**config.mk**
```make
export PLATFORM = sky130hd
export DESIGN_NAME = dma_chain_seq
export DESIGN_NICKNAME = d
export VERILOG_FILES = /design/src/rtl/dcs_pkg.sv /design/src/rtl/dcs_desc_ram.sv /design/src/rtl/dcs_fetch.sv /design/src/rtl/dcs_chain_fsm.sv /design/src/rtl/dma_chain_seq.sv
export SDC_FILE = /design/constraint.sdc
export NUM_CORES = 2
export LEC_CHECK = 0
export ABC_AREA = 1
export BUFFER_PORTS_ARGS = -buffer_cell sky130_fd_sc_hd__buf_2
export CAP_MARGIN = 30
export CORE_MARGIN = 8
export CORE_UTILIZATION = 40
export CTS_CLUSTER_SIZE = 16
export DETAILED_ROUTE_END_ITERATION = 10
export HOLD_SLACK_MARGIN = 0.02
export PLACE_DENSITY = 0.61
export SLEW_MARGIN = 20
export SYNTH_ARGS = -nofsm -noshare
export SYNTH_HDL_FRONTEND = slang
export SYNTH_SLANG_ARGS = --single-unit
```
**constraint.sdc**
```tcl
create_clock -name clk -period 2.7 [get_ports clk]
set_input_delay 0.135 -clock clk [delete_from_list [all_inputs] [get_ports clk]]
set_output_delay 0.135 -clock clk [all_outputs]
set_load 0.01 [all_outputs]
```
**src/rtl/dcs_pkg.sv**
```systemverilog
// Shared types for the descriptor fetch and chaining sequencer.
// Assumes a single channel per instance.
package dcs_pkg;
    typedef enum logic [2:0] {
        ST_IDLE,
        ST_FETCH,
        ST_WAIT_BUS,
        ST_XFER,
        ST_PEND_CHAIN,
        ST_ERROR
    } chan_state_t;
endpackage

```
**src/rtl/dcs_desc_ram.sv**
```systemverilog
// Descriptor storage: one write port and one registered read port.
// Each word holds data plus a parity bit. Contents are not reset.
module dcs_desc_ram #(
    parameter int DEPTH  = 128,
    parameter int RAM_W  = 17,
    localparam int ADDR_W = $clog2(DEPTH)
) (
    input  logic              clk,
    input  logic              rst_n,
    input  logic              we,
    input  logic [ADDR_W-1:0] waddr,
    input  logic [RAM_W-1:0]  wdata,
    input  logic [ADDR_W-1:0] raddr,
    output logic [RAM_W-1:0]  rdata
);
    logic [RAM_W-1:0] mem [DEPTH];

    // Store written words.
    always_ff @(posedge clk) begin
        if (we) begin
            mem[waddr] <= wdata;
        end
    end

    // Registered read, data valid one cycle after the address.
    always_ff @(posedge clk) begin
        if (!rst_n) begin
            rdata <= '0;
        end else begin
            rdata <= mem[raddr];
        end
    end
endmodule

```
**src/rtl/dcs_fetch.sv**
```systemverilog
// Descriptor fetch engine. A start pulse latches a descriptor number.
// The engine then walks its words, spending one cycle on the address
// and one on capture for each word. It checks odd parity on every word
// and stops early on a mismatch. It assumes a RAM with a single-cycle
// registered read.
module dcs_fetch #(
    parameter int IDX_W      = 4,
    parameter int WORD_W     = 16,
    parameter int DESC_WORDS = 8,
    localparam int WSEL_W    = $clog2(DESC_WORDS),
    localparam int CNT_W     = WSEL_W + 1,
    localparam int ADDR_W    = IDX_W + WSEL_W,
    localparam int RAM_W     = WORD_W + 1,
    localparam int DESC_BITS = WORD_W * DESC_WORDS,
    localparam int LAST_CNT  = 2 * DESC_WORDS - 1
) (
    input  logic                 clk,
    input  logic                 rst_n,
    input  logic                 start,
    input  logic [IDX_W-1:0]     start_idx,
    output logic [ADDR_W-1:0]    rd_addr,
    input  logic [RAM_W-1:0]     rd_data,
    output logic                 busy,
    output logic                 last,
    output logic                 bad,
    output logic [DESC_BITS-1:0] desc
);
    logic [CNT_W-1:0]  cnt;
    logic [IDX_W-1:0]  idx;
    logic              capture;
    logic              word_ok;
    logic [WSEL_W-1:0] wsel;

    assign wsel    = cnt[CNT_W-1:1];
    assign rd_addr = {idx, wsel};
    assign capture = busy & cnt[0];
    assign word_ok = ^rd_data;
    assign bad     = capture & ~word_ok;
    assign last    = capture & word_ok & (cnt == CNT_W'(LAST_CNT));

    // Sequence the fetch: latch the index, count cycles, stop at the end or on an error.
    always_ff @(posedge clk) begin
        if (!rst_n) begin
            busy <= 1'b0;
            cnt  <= '0;
            idx  <= '0;
        end else if (start) begin
            busy <= 1'b1;
            cnt  <= '0;
            idx  <= start_idx;
        end else if (busy) begin
            if (bad || last) begin
                busy <= 1'b0;
            end
            cnt <= cnt + 1'b1;
        end
    end

    // Capture each good word into its slot of the descriptor.
    for (genvar w = 0; w < DESC_WORDS; w++) begin : g_slot
        always_ff @(posedge clk) begin
            if (!rst_n) begin
                desc[w*WORD_W +: WORD_W] <= '0;
            end else if (capture && word_ok && wsel == WSEL_W'(w)) begin
                desc[w*WORD_W +: WORD_W] <= rd_data[WORD_W-1:0];
            end
        end
    end


    fetch_begin_chk: assert property (@(posedge clk) disable iff (!rst_n)
        (busy && cnt == '0) |-> $past(start));


    bad_word_halts_chk: assert property (@(posedge clk) disable iff (!rst_n)
        bad |=> !busy);
endmodule

```
**src/rtl/dcs_chain_fsm.sv**
```systemverilog
// Channel state machine. It starts fetches, raises the bus request,
// tracks the transfer, decides on chaining and accepts deactivation
// only in the allowed states. It assumes the fetch engine reports the
// last good word or a bad word combinationally, in the cycle they are
// captured.
module dcs_chain_fsm
    import dcs_pkg::*;
#(
    parameter int NUM_DESC = 16,
    localparam int IDX_W   = $clog2(NUM_DESC)
) (
    input  logic             clk,
    input  logic             rst_n,
    input  logic             req_ok,
    input  logic             chain_mode,
    input  logic [IDX_W-1:0] desc_sel,
    input  logic             deact_wr,
    input  logic             err_clr,
    input  logic             bus_grant,
    input  logic             xfer_done,
    input  logic             fetch_last,
    input  logic             fetch_bad,
    input  logic             chained_flag,
    output logic             fetch_start,
    output logic [IDX_W-1:0] fetch_idx,
    output logic             bus_req,
    output logic             xfer_active,
    output logic             blk_done,
    output logic             chain_end,
    output logic             par_err
);
    chan_state_t      state, nxt;
    logic [IDX_W-1:0] cur_idx;
    logic [IDX_W-1:0] chain_idx;
    logic             go_chain;
    logic             finish;

    assign chain_idx = (cur_idx == IDX_W'(NUM_DESC - 1)) ? '0 : cur_idx + 1'b1;
    assign go_chain  = chain_mode & chained_flag;
    assign finish    = (state == ST_XFER) & xfer_done;

    // Next-state and fetch-start decode.
    always_comb begin
        nxt         = state;
        fetch_start = 1'b0;
        fetch_idx   = desc_sel;
        case (state)
            ST_IDLE: begin
                if (req_ok) begin
                    nxt         = ST_FETCH;
                    fetch_start = 1'b1;
                end
            end
            ST_FETCH: begin
                if (fetch_bad) begin
                    nxt = ST_ERROR;
                end else if (fetch_last) begin
                    nxt = ST_WAIT_BUS;
                end
            end
            ST_WAIT_BUS: begin
                if (deact_wr) begin
                    nxt = ST_IDLE;
                end else if (bus_grant) begin
                    nxt = ST_XFER;
                end
            end
            ST_XFER: begin
                if (xfer_done) begin
                    nxt = go_chain ? ST_PEND_CHAIN : ST_IDLE;
                end
            end
            ST_PEND_CHAIN: begin
                if (deact_wr) begin
                    nxt = ST_IDLE;
                end else begin
                    nxt         = ST_FETCH;
                    fetch_start = 1'b1;
                    fetch_idx   = chain_idx;
                end
            end
            ST_ERROR: begin
                if (err_clr) begin
                    nxt = ST_IDLE;
                end
            end
            default: nxt = ST_IDLE;
        endcase
    end

    // State, current descriptor number and registered outputs.
    always_ff @(posedge clk) begin
        if (!rst_n) begin
            state       <= ST_IDLE;
            cur_idx     <= '0;
            bus_req     <= 1'b0;
            xfer_active <= 1'b0;
            blk_done    <= 1'b0;
            chain_end   <= 1'b0;
            par_err     <= 1'b0;
        end else begin
            state       <= nxt;
            if (fetch_start) begin
                cur_idx <= fetch_idx;
            end
            bus_req     <= (nxt == ST_WAIT_BUS) || (nxt == ST_XFER);
            xfer_active <= (nxt == ST_XFER);
            blk_done    <= finish;
            chain_end   <= finish & ~go_chain;
            par_err     <= (nxt == ST_ERROR);
        end
    end


    grant_before_xfer_chk: assert property (@(posedge clk) disable iff (!rst_n)
        $rose(xfer_active) |-> $past(bus_grant));


    done_one_cycle_chk: assert property (@(posedge clk) disable iff (!rst_n)
        blk_done |=> !blk_done);


    err_no_bus_chk: assert property (@(posedge clk) disable iff (!rst_n)
        par_err |-> !bus_req);


    deact_in_xfer_chk: assert property (@(posedge clk) disable iff (!rst_n)
        (state == ST_XFER && deact_wr && !xfer_done) |=> xfer_active);


    end_with_done_chk: assert property (@(posedge clk) disable iff (!rst_n)
        chain_end |-> blk_done);
endmodule

```
**src/rtl/dma_chain_seq.sv**
```systemverilog
// Top of the per-channel descriptor fetch and chaining sequencer.
// It gates requests, then connects the descriptor RAM, the fetch engine
// and the channel state machine. Word 0 bit 15 of the fetched descriptor
// is the chained flag. It assumes one channel per instance.
module dma_chain_seq #(
    parameter int NUM_DESC   = 16,
    parameter int DESC_WORDS = 8,
    parameter int WORD_W     = 16,
    localparam int IDX_W     = $clog2(NUM_DESC),
    localparam int WSEL_W    = $clog2(DESC_WORDS),
    localparam int ADDR_W    = IDX_W + WSEL_W,
    localparam int RAM_W     = WORD_W + 1,
    localparam int DESC_BITS = WORD_W * DESC_WORDS
) (
    input  logic                 clk,
    input  logic                 rst_n,
    input  logic                 ram_we,
    input  logic [ADDR_W-1:0]    ram_waddr,
    input  logic [RAM_W-1:0]     ram_wdata,
    input  logic                 ext_req,
    input  logic                 sw_req,
    input  logic                 req_mask,
    input  logic                 chain_mode,
    input  logic [IDX_W-1:0]     desc_sel,
    input  logic                 deact_wr,
    input  logic                 err_clr,
    input  logic                 bus_grant,
    input  logic                 xfer_done,
    output logic                 bus_req,
    output logic                 xfer_active,
    output logic                 fetch_busy,
    output logic                 blk_done,
    output logic                 chain_end,
    output logic                 par_err,
    output logic [DESC_BITS-1:0] desc_out
);
    logic              req_ok;
    logic              f_start;
    logic [IDX_W-1:0]  f_idx;
    logic [ADDR_W-1:0] rd_addr;
    logic [RAM_W-1:0]  rd_data;
    logic              f_last;
    logic              f_bad;

    // The mask blocks only external requests.
    assign req_ok = (ext_req & ~req_mask) | sw_req;

    dcs_desc_ram #(
        .DEPTH (NUM_DESC * DESC_WORDS),
        .RAM_W (RAM_W)
    ) u_ram (
        .clk   (clk),
        .rst_n (rst_n),
        .we    (ram_we),
        .waddr (ram_waddr),
        .wdata (ram_wdata),
        .raddr (rd_addr),
        .rdata (rd_data)
    );

    dcs_fetch #(
        .IDX_W      (IDX_W),
        .WORD_W     (WORD_W),
        .DESC_WORDS (DESC_WORDS)
    ) u_fetch (
        .clk       (clk),
        .rst_n     (rst_n),
        .start     (f_start),
        .start_idx (f_idx),
        .rd_addr   (rd_addr),
        .rd_data   (rd_data),
        .busy      (fetch_busy),
        .last      (f_last),
        .bad       (f_bad),
        .desc      (desc_out)
    );

    dcs_chain_fsm #(
        .NUM_DESC (NUM_DESC)
    ) u_fsm (
        .clk          (clk),
        .rst_n        (rst_n),
        .req_ok       (req_ok),
        .chain_mode   (chain_mode),
        .desc_sel     (desc_sel),
        .deact_wr     (deact_wr),
        .err_clr      (err_clr),
        .bus_grant    (bus_grant),
        .xfer_done    (xfer_done),
        .fetch_last   (f_last),
        .fetch_bad    (f_bad),
        .chained_flag (desc_out[WORD_W-1]),
        .fetch_start  (f_start),
        .fetch_idx    (f_idx),
        .bus_req      (bus_req),
        .xfer_active  (xfer_active),
        .blk_done     (blk_done),
        .chain_end    (chain_end),
        .par_err      (par_err)
    );


    no_bus_in_fetch_chk: assert property (@(posedge clk) disable iff (!rst_n)
        fetch_busy |-> !bus_req);


    masked_ext_idle_chk: assert property (@(posedge clk) disable iff (!rst_n)
        (!fetch_busy && !bus_req && !par_err && !xfer_active && !blk_done
         && ext_req && req_mask && !sw_req) |=> !($rose(fetch_busy) && !$past(sw_req)));
endmodule

```
# ---- After elaboration in Yosys (flattened, before gate mapping)
# Memories as Yosys holds them, arrays and structs flattened. A register that Yosys moved wholly into a read port is not among the register bits.
# Index checks and enable logic that the tools add are counted.
dict set report totals {
  regBits 145
  ram_bits 2176
  out_inout_bits 134
  mem_count 1
}
# name words word_bits rd rd_clocked_by_memory_dff wr line
set memory_table {}
lappend memory_table {u_ram.mem 128 17 1 1 1 dcs_desc_ram.sv:16} ;# logic [RAM_W-1:0] mem [DEPTH];
dict set report classes {
  add_sub_neg 2
  n_eq_ne 17
  muxes 21
  n_bitwise 13
  n_reduce_logical 16
}
# op n
set op_table {}
lappend op_table {{$mux 3} 8}
lappend op_table {{$eq 3x3->1 const B} 7}
lappend op_table {{$eq 3x2->1 const B} 6}
lappend op_table {{$pmux 3 s6} 1}
lappend op_table {{$reduce_xor 17->1} 1}
lappend op_table {{$mux 4} 3}
lappend op_table {{$logic_and 1x1->1} 9}
lappend op_table {{$add 4x1->4 const B} 2}
lappend op_table {{$and 1x1->1} 8}
lappend op_table {{$eq 4x4->1 const B} 2}
lappend op_table {{$mux 1} 8}
lappend op_table {{$eq 3x1->1 const B} 2}
lappend op_table {{$logic_not 3->1} 2}
lappend op_table {{$not 1->1} 4}
lappend op_table {{$logic_or 1x1->1} 2}
lappend op_table {{$pmux 1 s2} 1}
lappend op_table {{$reduce_or 2->1} 1}
lappend op_table {{$logic_not 1->1} 1}
lappend op_table {{$or 1x1->1} 1}

# ---- Longest topological paths before layout
dict set report depth {
  word_depth 8
  mapped_depth 18
  ltp_nobuf 15
}

# ---- Hierarchy
# A second synthesis with hierarchy kept.
dict set report hier_totals {
  hier_cells 8228
  hier_area_um2 94678.3
}
# module instances cells_per_inst area_per_inst_um2 seq_area_each_um2
set by_module_without_submodules {}
lappend by_module_without_submodules {dcs_desc_ram 1 7310 88055.7 65683.0}
lappend by_module_without_submodules {dcs_fetch 1 811 5929.4 2742.6}
lappend by_module_without_submodules {dcs_chain_fsm 1 103 678.2 240.2}
lappend by_module_without_submodules {dma_chain_seq 1 4 15.0 0.0}

# ---- Worst setup path before layout
# Ideal clock, no wire load.
dict set report synth_path {
  path_kind {input port to flip-flop}
  startpoint {input ram_waddr[3]}
  endpoint {memory u_ram.mem[75][0], enable pin}
  arrival_time_ns 1.771
  required_ns 2.288
  setup_slack_ns 0.516
  cell_stages 4
  cell_sequence {inv_1 > nor2_1 > nand2_1 > nor3_1}
}
# item line
set synth_rtl {}
lappend synth_rtl {{start: declaration} dma_chain_seq.sv:18} ;# input logic [ADDR_W-1:0] ram_waddr,
lappend synth_rtl {{end: declaration} dcs_desc_ram.sv:16}
# No word-level cell before the write port.

==> impl_metrics.json <==
{
  "max_freq_ghz": 0.3795,
  "worstPathMaxFanout": 32,
  "io_pins": 173,
  "clk_pin_slew_ps": 60,
  "met3_usage_pct": 4.251,
  "hold_class": "in -> reg",
  "grt-ovfl-total": 0,
  "slowest_delay_ps": 360,
  "chipWidth_microns": 490.4,
  "fp.dieH_microns": 490.4,
  "critical-path-slowest-cell": "dfxtp_2",
  "start_util_pct": 40.14,
  "grt_use_total_pct": 21.88,
  "r2r_slack_ps": 60,
  "hold_violations": 0,
  "die_area_sq_um": 240500,
  "fin_skew_ps": 85.20,
  "grt.met2_usage_pct": 34.41,
  "hpwl_microns": 167300,
  "hold_depth": 4,
  "outcome": "completed",
  "drv_cap": 0,
  "crit_type": "reg -> reg",
  "synth_xor_area_share_pct": 0.1168,
  "syn_to_final_growth_pct": 18.27,
  "h-tree-depth": 4,
  "nNetsFinal": 7629,
  "power.density_nw_per_um2": 708.9,
  "ctsLongestPathBuffers": 3,
  "insertion_delay_ps": 890,
  "power_leakage_nw": 36.76,
  "syn_area_per_cell_sq_um": 12.77,
  "synth_compound_area_share_pct": 4.088,
  "grt_pass1_wl_microns": 396800,
  "irDropWorstVdd_uv": 718.6,
  "wirelength_microns": 273700,
  "post-route-period-util_pct": 97.60,
  "drive_gt1_share_pct": 14.26,
  "syn_inst": 7049,
  "worstPathArrival_ps": 3450,
  "setup_violations": 0,
  "synth_simple_gate_area_share_pct": 16.56,
  "ys_seq_area_share_pct": 76.19,
  "top_usage_layer": "met2",
  "critPathBufInv": 4,
  "regArea_sq_um": 68610,
  "cp.depth": 13,
  "crit_required_ps": 3520,
  "synth.distinct_cells": 33,
  "yosysWarnings": 0,
  "slew_headroom_pct": 36.04,
  "rsz0062_at_grt": "yes",
  "via_count": 59880,
  "drc": 0,
  "wl_per_cell_microns": 25.39,
  "end_kind": "register",
  "layout_commonest_cell": "edfxtp_1",
  "period_needed_ps": 2635,
  "grt_max_degree": 129,
  "port_buffers": 172,
  "drtIter0Drc": 7090,
  "worst_pin_slew_ps": 959.4,
  "synth_fa_ha_area_share_pct": 0.02780,
  "vias_per_cell": 5.555,
  "r2r_cells": 13,
  "path_delay_family": "simple AND/OR/NAND/NOR gates",
  "rows": 174,
  "ys_ff_latch": 2338,
  "first_global_vias": 57350,
  "numCtsBuffers": 224,
  "fin_util_pct": 47.47,
  "critPathLaunchType": "register",
  "final-max-slew-violation-count": 0,
  "syn-cell-area_sq_um": 90010,
  "use_met1_pct": 30.86,
  "grt_antenna_before_repair": 5,
  "antenna_left": 0,
  "synth_top_family_by_area": "simple AND/OR/NAND/NOR gates",
  "setup-tns-final_ps": 0,
  "multiInputGateArea_sq_um": 18900,
  "path_cells": "buf_4 > nor2_4 > buf_12 > buf_16 > buf_4 > nand2_1 > nand4_1 > nand3_2 > nand3_1 > nand3_1 > nand3_1 > nand2_1 > nor2_1",
  "cts_tree": "built",
  "crit_top_cell": "nand3_1",
  "num-fill-cells": 19630,
  "place.gp.congestion": 0.8544,
  "synthMuxAreaShare_pct": 0.01112,
  "cts.sinks": 2338,
  "cts_root_buffer": "clkbuf_16",
  "design.core.area_sq_um": 224200,
  "synth_nets": 7090,
  "dr.pass1.iters": 6,
  "most-common-layout-cells": "2176 x edfxtp_1, 2078 x nand2_1, 612 x nand3_1"
}
## path summary, 6_finish.rpt
path                     from          endpoint
max            u_fetch.cnt[2]    u_ram.rdata[6]
min                     rst_n  u_fetch.desc[59]
min reg2reg  u_fetch.desc[54]  u_fetch.desc[54]
max reg2reg    u_fetch.cnt[2]    u_ram.rdata[6]
## Yosys cell counts
library cell,instances,share of area [%]
a211oi_1,2,0.017
a21oi_1,272,1.5
a221oi_1,2,0.019
a22oi_1,277,2.3
a31oi_1,1,0.0070
buf_1,60,0.25
buf_2,137,0.76
buf_4,35,0.29
buf_6,1,0.013
clkbuf_1,198,0.83
clkinv_1,1,0.0042
dfxtp_1,162,3.6
edfxtp_1,2176,73
ha_1,2,0.028
inv_1,197,0.82
inv_2,8,0.033
mux2i_1,1,0.011
nand2_1,2084,8.7
nand2_2,9,0.063
nand3_1,625,3.5
nand3b_1,9,0.075
nand4_1,398,2.8
nor2_1,324,1.4
nor2_2,4,0.028
nor2_4,1,0.013
nor3_1,14,0.078
nor3b_1,1,0.0083
o211ai_1,12,0.10
o21ai_0,22,0.12
or2_2,1,0.0070
or3_1,1,0.0070
xnor2_1,5,0.049
xor2_1,7,0.068
## state kept, by name, summed over array words and instances (netlist names)
signal and count:
u_ram.mem 2176, u_fetch.busy 1, u_fetch.cnt 4, u_fsm.blk_done 1, u_fsm.xfer_active 1, u_fetch.idx 4
u_fsm.bus_req 1, u_ram.rdata 17, u_fsm.par_err 1, u_fetch.desc 128, u_fsm.state 3, u_fsm.chain_end 1
## what timing repair did
item                                    in CTS  in global routing
gates resized for setup                     13                 23
gates cloned                                 1                  1
endpoints found under the setup margin      61                 51
endpoints found under the hold margin     1456                  0
setup buffers                                1                  5
pin swaps                                    1                  0
hold buffers                                41                  0
## worst register-to-register path: stages (launching register included)
cell	delay [ps]
dfxtp_2	360
buf_4	160
nor2_4	190
buf_12	220
buf_16	300
buf_4	220
nand2_1	50
nand4_1	110
nand3_2	200
nand3_1	130
nand3_1	190
nand3_1	130
nand2_1	170
nor2_1	140
## layout make-up
cell class                      instances  share of cell area, %
Multi-Input combinational cell       4074                  17.75
Clock inverter                        157                  1.671
Tap cell                             2992                  3.517
Sequential cell                      2338                  64.45
Clock buffer                          265                  5.429
Timing Repair Buffer                  744                  6.434
Antenna cell                            4               0.009403
Inverter                              206                 0.7440
## per-stage QoR
| step | hold slack (ps) | area (sq um) | setup slack [ps] | total power [mW] | cells |
|---|---|---|---|---|---|
| 6_report | 168.6 | 106500 | 64.78 | 75.47 | 10780 |
| 5_1_grt | 154.4 | 106400 | -46.13 | 77.32 | 10780 |
| 4_1_cts | 93.43 | 106300 | 3.471 | 75.79 | 10770 |
| 3_5_place_dp | 435.1 | 98230 | -294.9 | 44.06 | 10310 |
| 3_3_place_gp | 427.9 | 98230 | -292.9 | 44.02 | 10310 |
| 2_1_floorplan | 233.9 | 90010 | 516.2 | 41.85 | 7049 |
## metal layers
metal | part of all wire (%) | routed length (microns)
met1 | 41 | 113500
met2 | 46 | 126300
met3 | 9.2 | 25220
met4 | 3.2 | 8623
met5 | 0 | 0
## where the power goes
| part | internal [mW] | leakage, nW | switching [mW] | total (mW) |
|---|---|---|---|---|
| Sequential | 39.7 | 20.9 | 0.194 | 39.9 |
| Clock | 18.1 | 3.66 | 13.9 | 32.0 |
| Combinational | 0.851 | 12.2 | 2.64 | 3.49 |
## logic make-up after synthesis
group | after synthesis
adder cells (fa/ha/maj) | 2
AND/OR/NAND/NOR | 3471
buffers and inverters | 637
flip-flops | 2338
AO/OA/AOI/OAI | 588
XOR/XNOR | 12
multiplexers | 1
Power figures use the tool's default switching activity.
